==> src/rtl/byte_word_packer.sv <==
module byte_word_packer #(
  parameter int WORD_BYTES = 4,
  parameter int ADDR_W     = 32,
  parameter int CNT_W      = 16,
  parameter int RESP_W     = 2
) (
  input  logic                    clk,
  input  logic                    rst_n,
  input  logic                    start,
  input  logic [ADDR_W-1:0]       start_addr,
  input  logic [CNT_W-1:0]        byte_count,
  output logic                    busy,
  input  logic                    in_valid,
  input  logic [7:0]              in_data,
  output logic                    in_ready,
  output logic                    rd_req,
  output logic [ADDR_W-1:0]       rd_addr,
  input  logic                    rd_valid,
  input  logic [8*WORD_BYTES-1:0] rd_data,
  output logic                    wr_req,
  output logic [ADDR_W-1:0]       wr_addr,
  output logic [8*WORD_BYTES-1:0] wr_data,
  input  logic                    wr_resp_valid,
  input  logic [RESP_W-1:0]       wr_resp,
  output logic                    done,
  output logic [RESP_W-1:0]       result
);
  // WORD_BYTES is meant to be 2 or 4.
  localparam int WORD_W = 8 * WORD_BYTES;
  localparam int OFF_W  = $clog2(WORD_BYTES);
  localparam logic [OFF_W-1:0]  LANE_LAST = OFF_W'(WORD_BYTES - 1);
  localparam logic [ADDR_W-1:0] OFF_MASK  = ADDR_W'(WORD_BYTES - 1);
  localparam logic [CNT_W-1:0]  WB_CNT    = CNT_W'(WORD_BYTES);

  typedef enum logic [1:0] {S_IDLE, S_READ, S_MERGE, S_WRITE} state_t;

  state_t              state_q;
  logic [ADDR_W-1:0]   addr_q;
  logic [OFF_W-1:0]    off_q;
  logic [OFF_W-1:0]    lane_q;
  logic [CNT_W-1:0]    rem_q;
  logic [WORD_W-1:0]   old_q;
  logic [WORD_W-1:0]   word_q;
  logic                done_q;
  logic [RESP_W-1:0]   result_q;

  logic                covered;
  logic                take;
  logic [WORD_W-1:0]   old_sh;
  logic [7:0]          lane_byte;
  logic [CNT_W-1:0]    head_room;

  assign covered   = (lane_q >= off_q) && (CNT_W'(lane_q - off_q) < rem_q);
  assign take      = (state_q == S_MERGE) && (!covered || in_valid);
  assign old_sh    = old_q << {lane_q, 3'b000};
  assign lane_byte = covered ? in_data : old_sh[WORD_W-1 -: 8];
  assign head_room = WB_CNT - CNT_W'(off_q);

  assign busy     = (state_q != S_IDLE);
  assign in_ready = (state_q == S_MERGE) && covered;
  assign rd_req   = (state_q == S_READ);
  assign rd_addr  = addr_q;
  assign wr_req   = (state_q == S_WRITE);
  assign wr_addr  = addr_q;
  assign wr_data  = word_q;
  assign done     = done_q;
  assign result   = result_q;

  always_ff @(posedge clk or negedge rst_n) begin
    if (!rst_n) begin
      state_q  <= S_IDLE;
      addr_q   <= '0;
      off_q    <= '0;
      lane_q   <= '0;
      rem_q    <= '0;
      old_q    <= '0;
      word_q   <= '0;
      done_q   <= 1'b0;
      result_q <= '0;
    end else begin
      done_q <= 1'b0;
      case (state_q)
        S_IDLE: if (start) begin
          if (byte_count == '0) begin
            done_q   <= 1'b1;
            result_q <= '0;
          end else begin
            addr_q  <= start_addr & ~OFF_MASK;
            off_q   <= start_addr[OFF_W-1:0];
            rem_q   <= byte_count;
            state_q <= S_READ;
          end
        end
        S_READ: if (rd_valid) begin
          old_q   <= rd_data;
          lane_q  <= '0;
          state_q <= S_MERGE;
        end
        S_MERGE: if (take) begin
          word_q <= {word_q[WORD_W-9:0], lane_byte};
          lane_q <= lane_q + 1'b1;
          if (lane_q == LANE_LAST) state_q <= S_WRITE;
        end
        S_WRITE: if (wr_resp_valid) begin
          if (wr_resp != '0) begin
            done_q   <= 1'b1;
            result_q <= wr_resp;
            state_q  <= S_IDLE;
          end else if (rem_q <= head_room) begin
            done_q   <= 1'b1;
            result_q <= '0;
            state_q  <= S_IDLE;
          end else begin
            rem_q   <= rem_q - head_room;
            addr_q  <= addr_q + ADDR_W'(WORD_BYTES);
            off_q   <= '0;
            state_q <= S_READ;
          end
        end
        default: state_q <= S_IDLE;
      endcase
    end
  end

  a_r1_aligned: assert property (@(posedge clk) disable iff (!rst_n)
    (rd_req || wr_req) |-> ((wr_addr & OFF_MASK) == '0));

  a_r4_ready_excl: assert property (@(posedge clk) disable iff (!rst_n)
    in_ready |-> (!rd_req && !wr_req));

  a_r6_error_stop: assert property (@(posedge clk) disable iff (!rst_n)
    (wr_req && wr_resp_valid && wr_resp != '0) |=> (done && !busy && result == $past(wr_resp)));

  a_r7_done_pulse: assert property (@(posedge clk) disable iff (!rst_n)
    done |=> !done);

  a_r8_zero_count: assert property (@(posedge clk) disable iff (!rst_n)
    (start && !busy && byte_count == '0) |=> (done && result == '0 && !busy));

  a_r9_wr_hold: assert property (@(posedge clk) disable iff (!rst_n)
    (wr_req && !wr_resp_valid) |=> (wr_req && $stable(wr_addr) && $stable(wr_data)));
endmodule

==> config.mk <==
export PLATFORM = sky130hd
export DESIGN_NAME = byte_word_packer
export DESIGN_NICKNAME = d
export VERILOG_FILES = /design/src/rtl/byte_word_packer.sv
export SDC_FILE = /design/constraint.sdc
export NUM_CORES = 1
export LEC_CHECK = 0
export BUFFER_PORTS_ARGS = -buffer_cell sky130_fd_sc_hd__buf_2
export CELL_PAD_IN_SITES_DETAIL_PLACEMENT = 0
export CELL_PAD_IN_SITES_GLOBAL_PLACEMENT = 1
export CORE_ASPECT_RATIO = 0.8
export CORE_UTILIZATION = 35
export CTS_CLUSTER_SIZE = 10
export DETAILED_ROUTE_END_ITERATION = 7
export PLACE_DENSITY = 0.72
export SYNTH_ARGS = -nofsm -noshare
export SYNTH_HDL_FRONTEND = slang
export SYNTH_SLANG_ARGS = --single-unit
==> constraint.sdc <==
create_clock -name clk -period 4.4 [get_ports clk]
set_input_delay 0.22 -clock clk [delete_from_list [all_inputs] [get_ports clk]]
set_output_delay 0.22 -clock clk [all_outputs]
set_load 0.01 [all_outputs]
# Word-level counts from Yosys, hierarchy flattened

Cells that the tools add are included.

Flip-flop bits (word level): 121
Latch bits: 0
Memory bits (writable): 0
ROM bits: 0
Output and inout bits: 103
Memories kept: 0

$add $sub $neg: 5
Multipliers: 0
Divide/modulo/power cells: 0
Order comparisons: 3
Equal/unequal tests: 14
Shifts and indexed selects: 1
Mux-type cells: 43
Bitwise logic cells: 0
Reductions and logical operators: 17

Operators with widths:

| cell                                                  | number |
|---|---|
| two-way mux 32 bit                                    | 5 |
| two-way mux 16 bit                                    | 5 |
| case mux 32 bit (2 select lines)                      | 1 |
| two-way mux 2 bit                                     | 18 |
| adder 32 x 3 -> 32 bit, second input constant         | 1 |
| case mux 16 bit (2 select lines)                      | 1 |
| << shifter 32 x 5 -> 32 bit                           | 1 |
| less-or-equal comparator 16 bit                       | 1 |
| logical NOT 16 bit                                    | 1 |
| < comparator 16 bit                                   | 1 |
| subtractor 16 bit                                     | 1 |
| inequality test 2 bit, second input constant          | 6 |
| case mux 2 bit (2 select lines)                       | 3 |
| AND reduction 6 bit                                   | 2 |
| two-way mux 8 bit                                     | 1 |
| case mux 2 bit (4 select lines)                       | 1 |
| nonzero test 2 bit                                    | 4 |
| two-way mux 1 bit                                     | 7 |
| == test 2 bit, second input constant                  | 3 |
| inequality test 2 x 1 -> 1 bit, second input constant | 3 |
| AND reduction 5 bit                                   | 1 |
| AND reduction 2 bit                                   | 2 |
| subtractor 3 x 2 -> 4 bit, first input constant       | 1 |
| logical AND 1 bit                                     | 3 |
| other kinds (10)                                      | 10 |

# Longest topological paths before layout

Gate-level depths: netlist (run 1).

Depth after elaboration: 8
Gate-level depth with buffers: 14

# Worst setup path after synthesis (run 1)

OpenSTA, ideal clock, no wires.

Kind: reg-to-reg
From: reg lane_q[0]
To: reg word_q[10], in the netlist wr_data[10]
Library setup time: 0.128 ns
Data arrival time: 3.735 ns
Data required time: 4.272 ns
Slack: 0.538 ns
Stages on the path, launching flop included: 14
Buffers on the path: 3
Period minus slack after synthesis: 3.862 ns
Path through: dfrtp_1 clkbuf_1 inv_1 ha_1 fa_1 ha_1 and2_1 a221o_1 a222oi_1 o21a_1 buf_2 a21boi_1 buf_2 mux2_1

Word-level cells in the longest chain between the ends: 7

RTL lines:

| item                            | line | RTL |
|---|---|---|
| start: declaration              | 40   | `logic [OFF_W-1:0] lane_q;` |
| start signal: assignment        | 101  | `lane_q <= lane_q + 1'b1;` |
| subtractor 2 x 2 -> 3 bit       | 53   | `assign covered = (lane_q >= off_q) && (CNT_W'(lane_q - off_q) < rem_q);` |
| < comparator 16 bit             | 53   |  |
| logical AND 1 bit *             | 53   |  |
| logical NOT 1 bit *             | 54   | `assign take = (state_q == S_MERGE) && (!covered \|\| in_valid);` |
| logical OR 1 bit *              | 54   |  |
| logical AND 1 bit *             | 54   |  |
| AND reduction 2 bit (no line) * | --   |  |
| end signal: assignment          | 100  | `word_q <= {word_q[WORD_W-9:0], lane_byte};` |
| end: declaration                | 43   | `logic [WORD_W-1:0] word_q;` |

Mark *: on every way between the ends. The rest lies on a longest branch, timed or not.
A chain may end at the register's enable or synchronous reset.

# Worst setup path in the final report (run 1)

From: reg lane_q[0]
To: out in_ready

Word-level cells in the longest chain between the ends: 4

RTL lines:

| item                      | line | RTL |
|---|---|---|
| subtractor 2 x 2 -> 3 bit | 53   |  |
| < comparator 16 bit       | 53   |  |
| logical AND 1 bit *       | 53   |  |
| logical AND 1 bit *       | 60   | `assign in_ready = (state_q == S_MERGE) && covered;` |
| end: declaration          | 15   | `output logic in_ready,` |

Marked as above.

==> results.cfg, run 1 <==
[run_status]
outcome = complete, no violations

[yosys]
syn_area_um2 = 6800
synth_compound_area_frac = 0.147
synth_top_area_share = 0.438
synthTopCellsByArea = dfrtp_1, mux2_2, buf_4, ha_1, nand2_1
synth-seq-cells = 119
synthMuxAreaShare = 0.133
synth-seq-area-share = 0.438
synth_top_flop_cell = dfrtp_1
synth-simple-area-share = 0.163
synth_xor_area_frac = 0.00129
synthAdderAreaFrac = 0.0409
synth_warnings = 0
synthArstFlopShare = 1.00
syn_area_per_cell_um2 = 10.4
synth_edf_count = 0
synthCells = 653
synth_cell_types = 69
yosys.area.top_type = dfrtp_1
synth_top_family_by_area = simple AND/OR/NAND/NOR gates

[clock_network]
clkSlewWorstSetupHoldPaths_ps = 60
cts_setup_buffers = 0
cts_buffers = 17
clkLatencyLatePin_ps = 420
htreeDepth = 4
cts-resized-gates = 0
clockRootBuffer = clkbuf_16
clockBufferDepth = 2
cts_hold_buf = 2
numClockSinks = 119
cts_tree = done

[detailed_routing]
wirelength_mm = 19.0
vias_per_cell = 5.27
final_antenna_net_count = 0
wire_per_inst_um = 17.4
route.detailed.drc = 0
drt_first_pass_iters = 5
drtIter0Drc = 441
vias = 5741

[power]
peakVddDrop_mv = 0.352
netSwitchingFraction = 0.425
p_switching_mw = 3.24
leakagePower_nw = 3.76
power.internal_mw = 4.40
power_frac_clock = 0.198
power_density_nw_per_um2 = 899
seq_power_share = 0.296
p_comb_frac = 0.506

[timing]
fin_skew_ps = 8.66
rsz0062_at_grt = false
finalHoldViolCount = 0
period_share = 0.898
slew_headroom = 0.307
min_period_ps = 3950
setup_viol = 0
tns_ps = 0
slew_viol_final = 0
fmax_mhz = 253
tightest_slew_ps = 1030

[floorplan]
die_w_um = 158
std_cell_rows = 45
boundaryPins = 199
die_h_um = 127
start_util = 0.358
design.core.area_um2 = 19000
dieArea_um2 = 20000

[global_routing]
grt_pass1_wl_mm = 30.4
grt_util_all_layers = 0.199
antenna_found_initial = 1
overflow = 0
grt_max_degree = 69
grt_pass1_vias = 5397

[finish]
drive_above_1_share = 0.389
fin_cells = 1089
synthToLayoutAreaGrowth_pct = 25.0
layout_common_cells = buf_2, dfrtp_1, mux2_2, nand2_1, nand3_1
final_nets = 934
final_common_cell = buf_2

[worst_setup_path]
arrival_ps = 3730
r2r-end = wr_data[10]
r2r_setup_slack_ps = 580
reg2reg_from = lane_q[0]
cp_max_fo = 17
cp.required_ps = 4180
crit_path_end_kind = primary output
critPathLaunchType = register
reg2reg_depth = 11
path_class = reg -> out

[min_path]
holdPathEnd = rd_addr[6]
hold_depth = 3
worstHoldPathType = in -> reg
min_from = start_addr[6]

[run]
drv_cap = 0

[placement]
post-dp-hpwl_mm = 13.3
placed_cells = 1054
io_buffers = 194
routabilityCongestion = 0.773
[layer usage]
layer	vias up	share of wire	track usage
met5	-	0	0
li1	2764	-	-
met2	148	0.45	0.283
met3	12	0.050	0.0454
met4	0	0.0082	0.0560
met1	2817	0.49	0.298
[power groups by stage]
| stage | registers, mW | logic (mW) | clock network (mW) |
|---|---|---|---|
| 2_1_floorplan | 2.25 | 2.81 | 0 |
| 5_1_grt | 2.36 | 4.30 | 1.61 |
| 4_1_cts | 2.26 | 3.90 | 1.55 |
| 3_3_place_gp | 2.25 | 3.85 | 0 |
| 6_report | 2.26 | 3.86 | 1.52 |
| 3_5_place_dp | 2.27 | 3.89 | 0 |
[area by class of cell]
type / count / area (um2)
Sequential cell: 119 / 2980
Multi-Input combinational cell: 442 / 3330
Tap cell: 258 / 323
Clock inverter: 15 / 216
Clock buffer: 17 / 425
Antenna cell: 1 / 2.50
Timing Repair Buffer: 212 / 1130
Fill cell: 1876 / 10500
Inverter: 25 / 93.8
[cells by family (layout without fill, tap and decap cells)]
group | Yosys count | in the layout
buffers and inverters | 95 | 269
AND/OR/NAND/NOR | 210 | 210
flip-flops | 119 | 119
AO/OA/AOI/OAI | 133 | 133
adder cells (fa/ha/maj) | 21 | 21
other | 1 | 5
multiplexers | 73 | 73
XOR/XNOR | 1 | 1
[worst max path at each step]
stage,startpoint,to,slack [ps]
global placement,lane_q[0],wr_data[10],620
CTS,lane_q[0],in_ready,410
finish,lane_q[0],in_ready,450
global route,lane_q[0],in_ready,150
floorplan,lane_q[0],wr_data[10],540
detailed placement,lane_q[0],wr_data[10],560
[worst max-delay path, stage by stage (launching register included)]
cell	delay, ps
dfrtp_1	340
inv_1	60
ha_1	210
fa_1	600
ha_1	390
and2_1	140
a221o_1	350
a222oi_1	500
o21a_1	410
and2_1	190
buf_2	130
[sequential cells by signal, summed over array words and instances, names as in the netlist]
register  count
done          1
lane_q        2
off_q         2
old_q        32
rd_addr      30
rem_q        16
result        2
state_q       2
wr_data      32
[cell usage after synthesis, drive strengths merged (4+ instances only)]
cell type,number
and4,5
dfrtp,119
nor2b,4
buf,50
and3,9
o21ai,15
inv,25
and2,5
a32oi,14
a211o,4
o211ai,5
a2bb2oi,11
or4,16
mux2,57
nor2,33
nand2,50
ha,19
mux2i,8
nand4,9
mux4,8
o32ai,6
clkbuf,20
a32o,4
o22ai,19
nand3,32
o2bb2ai,4
nor3,18
a21oi,21
nor4,15
[stage by stage]
stage / setup WS, ps / power, mW / cell area (um2) / hold WS, ps / utilization
floorplan: 538 / 5.05 / 6810 / -75.6 / -
global placement: 616 / 6.10 / 7830 / 376 / 0.413
detailed placement: 563 / 6.16 / 7830 / 368 / 0.413
CTS: 412 / 7.71 / 8500 / 1.57 / 0.448
global route: 154 / 8.27 / 8500 / 9.78 / 0.448
finish: 451 / 7.64 / 8500 / 23.0 / 0.448
(Power assumes the default switching activity.)
==> run 2: changes to the inputs <==
--- a/config.mk
+++ b/config.mk
@@ -12,7 +12,7 @@
 export CORE_UTILIZATION = 35
 export CTS_CLUSTER_SIZE = 10
 export DETAILED_ROUTE_END_ITERATION = 7
-export PLACE_DENSITY = 0.72
+export PLACE_DENSITY = 0.84
 export SYNTH_ARGS = -nofsm -noshare
 export SYNTH_HDL_FRONTEND = slang
 export SYNTH_SLANG_ARGS = --single-unit
==> run 2 against run 1 <==
  * Sequential share of layout area is 0.33 points higher
  * Count of clock-buffer cells in the layout up 4
  * Register-to-register slack worse by 30 ps
  * Combinational power down 1%
  * Setup slack gained 86 ps
  * Sequential cell count stayed put
  * Sequential power hardly changed
  * Via count up 0.42%
  * Clock skew increased by 1.0 ps
  * Routed wire length fell by 1.4%
  * Critical path depth up 1
  * Largest cell class unchanged
==> results.cfg, run 2 (same netlist as run 1, synthesis figures left out) <==
[detailed_routing]
route.detailed.drc = 0
drt_first_pass_iters = 5
wl_met2_mm = 8.46
vias = 5765
wirelength_mm = 18.7
vias_per_cell = 5.31
top_layer = met5
drtIter0Drc = 472
wire_per_inst_um = 17.3
met1_length_mm = 8.88
final_antenna_net_count = 0
wl_met3_mm = 1.03

[floorplan]
design.core.area_um2 = 19000
die_h_um = 127
std_cell_rows = 45
dieArea_um2 = 20000
boundaryPins = 199
start_util = 0.358
die_w_um = 158

[clock_network]
clkLatencyLatePin_ps = 410
cts_hold_buf = 1
cts_setup_buffers = 0
htreeDepth = 4
numClockSinks = 119
clockRootBuffer = clkbuf_16
clkSlewWorstSetupHoldPaths_ps = 60
cts-resized-gates = 0
clockBufferDepth = 2
cts_buffers = 17
cts_tree = done

[power]
power.internal_mw = 4.28
leakagePower_nw = 3.72
peakVddDrop_mv = 0.435
netSwitchingFraction = 0.426
power_density_nw_per_um2 = 886
p_comb_frac = 0.511
power_frac_clock = 0.187
p_switching_mw = 3.18
seq_power_share = 0.302

[worst_setup_path]
critPathSlowestCell = fa_1
arrival_ps = 3640
cp.required_ps = 4180
cp_max_fo = 17
cp_top_family = adder cells
crit_path_end_kind = primary output
path_class = reg -> out
worst-path-buf-inv = 3
crit_chain = inv_1, ha_1, fa_1, ha_1, and2_1, a221o_1, a222oi_1, o21a_1, buf_4, and2_1, buf_2
critical-path-max-stage-delay_ps = 610
critPathLaunchType = register

[global_routing]
grt_max_degree = 57
antenna_found_initial = 2
overflow = 0
grt_pass1_vias = 5471
grt_pass1_wl_mm = 29.9
grt_util_all_layers = 0.194

[timing]
finalHoldViolCount = 0
slew_viol_final = 0
tns_ps = 0
setup_viol = 0
slew_headroom = 0.276
period_share = 0.878
fin_skew_ps = 9.69
tightest_slew_ps = 1080
rsz0062_at_grt = false
fmax_mhz = 259
min_period_ps = 3860

[run_status]
outcome = complete, no violations

[finish]
n_antenna_cell = 0
final_common_cell = buf_2
drive_above_1_share = 0.388
final_area_um2 = 8420
synthToLayoutAreaGrowth_pct = 23.9
final_nets = 931
layout_common_cells = buf_2, dfrtp_1, mux2_2, nand2_1, nand3_1
n_fill_cell = 1835

[placement]
placed_area_um2 = 7810
io_buffers = 194
post-dp-hpwl_mm = 13.3
routabilityCongestion = 0.805

[min_path]
worstHoldPathType = in -> reg

[run]
drv_cap = 0
[run 2: cell count changes in the layout (fill, tap and decap cells not counted), sizes merged]
cell	change
diode	-1
clkinvlp	+3
buf	-2
inv	-6
clkinv	+1
clkbuf	+4
bufinv	-2
dlygate4sd3	-1
[run 2: final cells by class]
class,instances,area [um2],share of cell area
Clock buffer,21,480,0.0571
Timing Repair Buffer,209,1090,0.129
Sequential cell,119,2980,0.354
Clock inverter,11,123,0.0146
Tap cell,258,323,0.0383
Inverter,25,93.8,0.0111
Multi-Input combinational cell,442,3330,0.396
[run 2: per-layer routing]
layer,vias to the layer above,track usage
met4,2,0.0588
met2,151,0.281
li1,2758,-
met1,2824,0.281
met5,-,0
met3,30,0.0506
[run 2: worst reg2reg max path, stage by stage, from the launching register on]
cell	delay, ps
dfrtp_1	340
inv_1	60
ha_1	210
fa_1	610
nor4_1	470
o2bb2ai_1	180
o2111ai_1	200
o21a_1	260
a21boi_2	690
buf_4	360
mux2_2	360
[run 2: worst paths after layout]
kind,from,to,slack [ps],cells past startpoint
max in group asynchronous,rst_n,wr_data[1],3150,3
max reg2reg,lane_q[0],wr_data[9],550,10
max,lane_q[0],in_ready,540,11
min reg2reg,wr_data[30],wr_data[30],500,1
min in group asynchronous,rst_n,rd_addr[10],280,2
min,start_addr[5],rd_addr[5],30,3
[run 2: metrics by stage]
stage	total power, mW	utilization	setup WS, ps	hold slack [ps]	cells
finish	7.46	0.444	537	26.3	1085
global placement	5.98	0.411	655	190	1052
global route	8.05	0.444	125	18.3	1085
detailed placement	6.08	0.411	589	189	1052
CTS	7.51	0.444	495	8.04	1085
floorplan	5.05	-	538	-75.6	656
[run 2: power groups by stage]
stage / Clock [mW] / Sequential [mW] / Combinational (mW)
6_report: 1.39 / 2.25 / 3.81
3_5_place_dp: 0 / 2.26 / 3.82
5_1_grt: 1.47 / 2.36 / 4.22
2_1_floorplan: 0 / 2.25 / 2.81
3_3_place_gp: 0 / 2.24 / 3.74
4_1_cts: 1.42 / 2.25 / 3.84
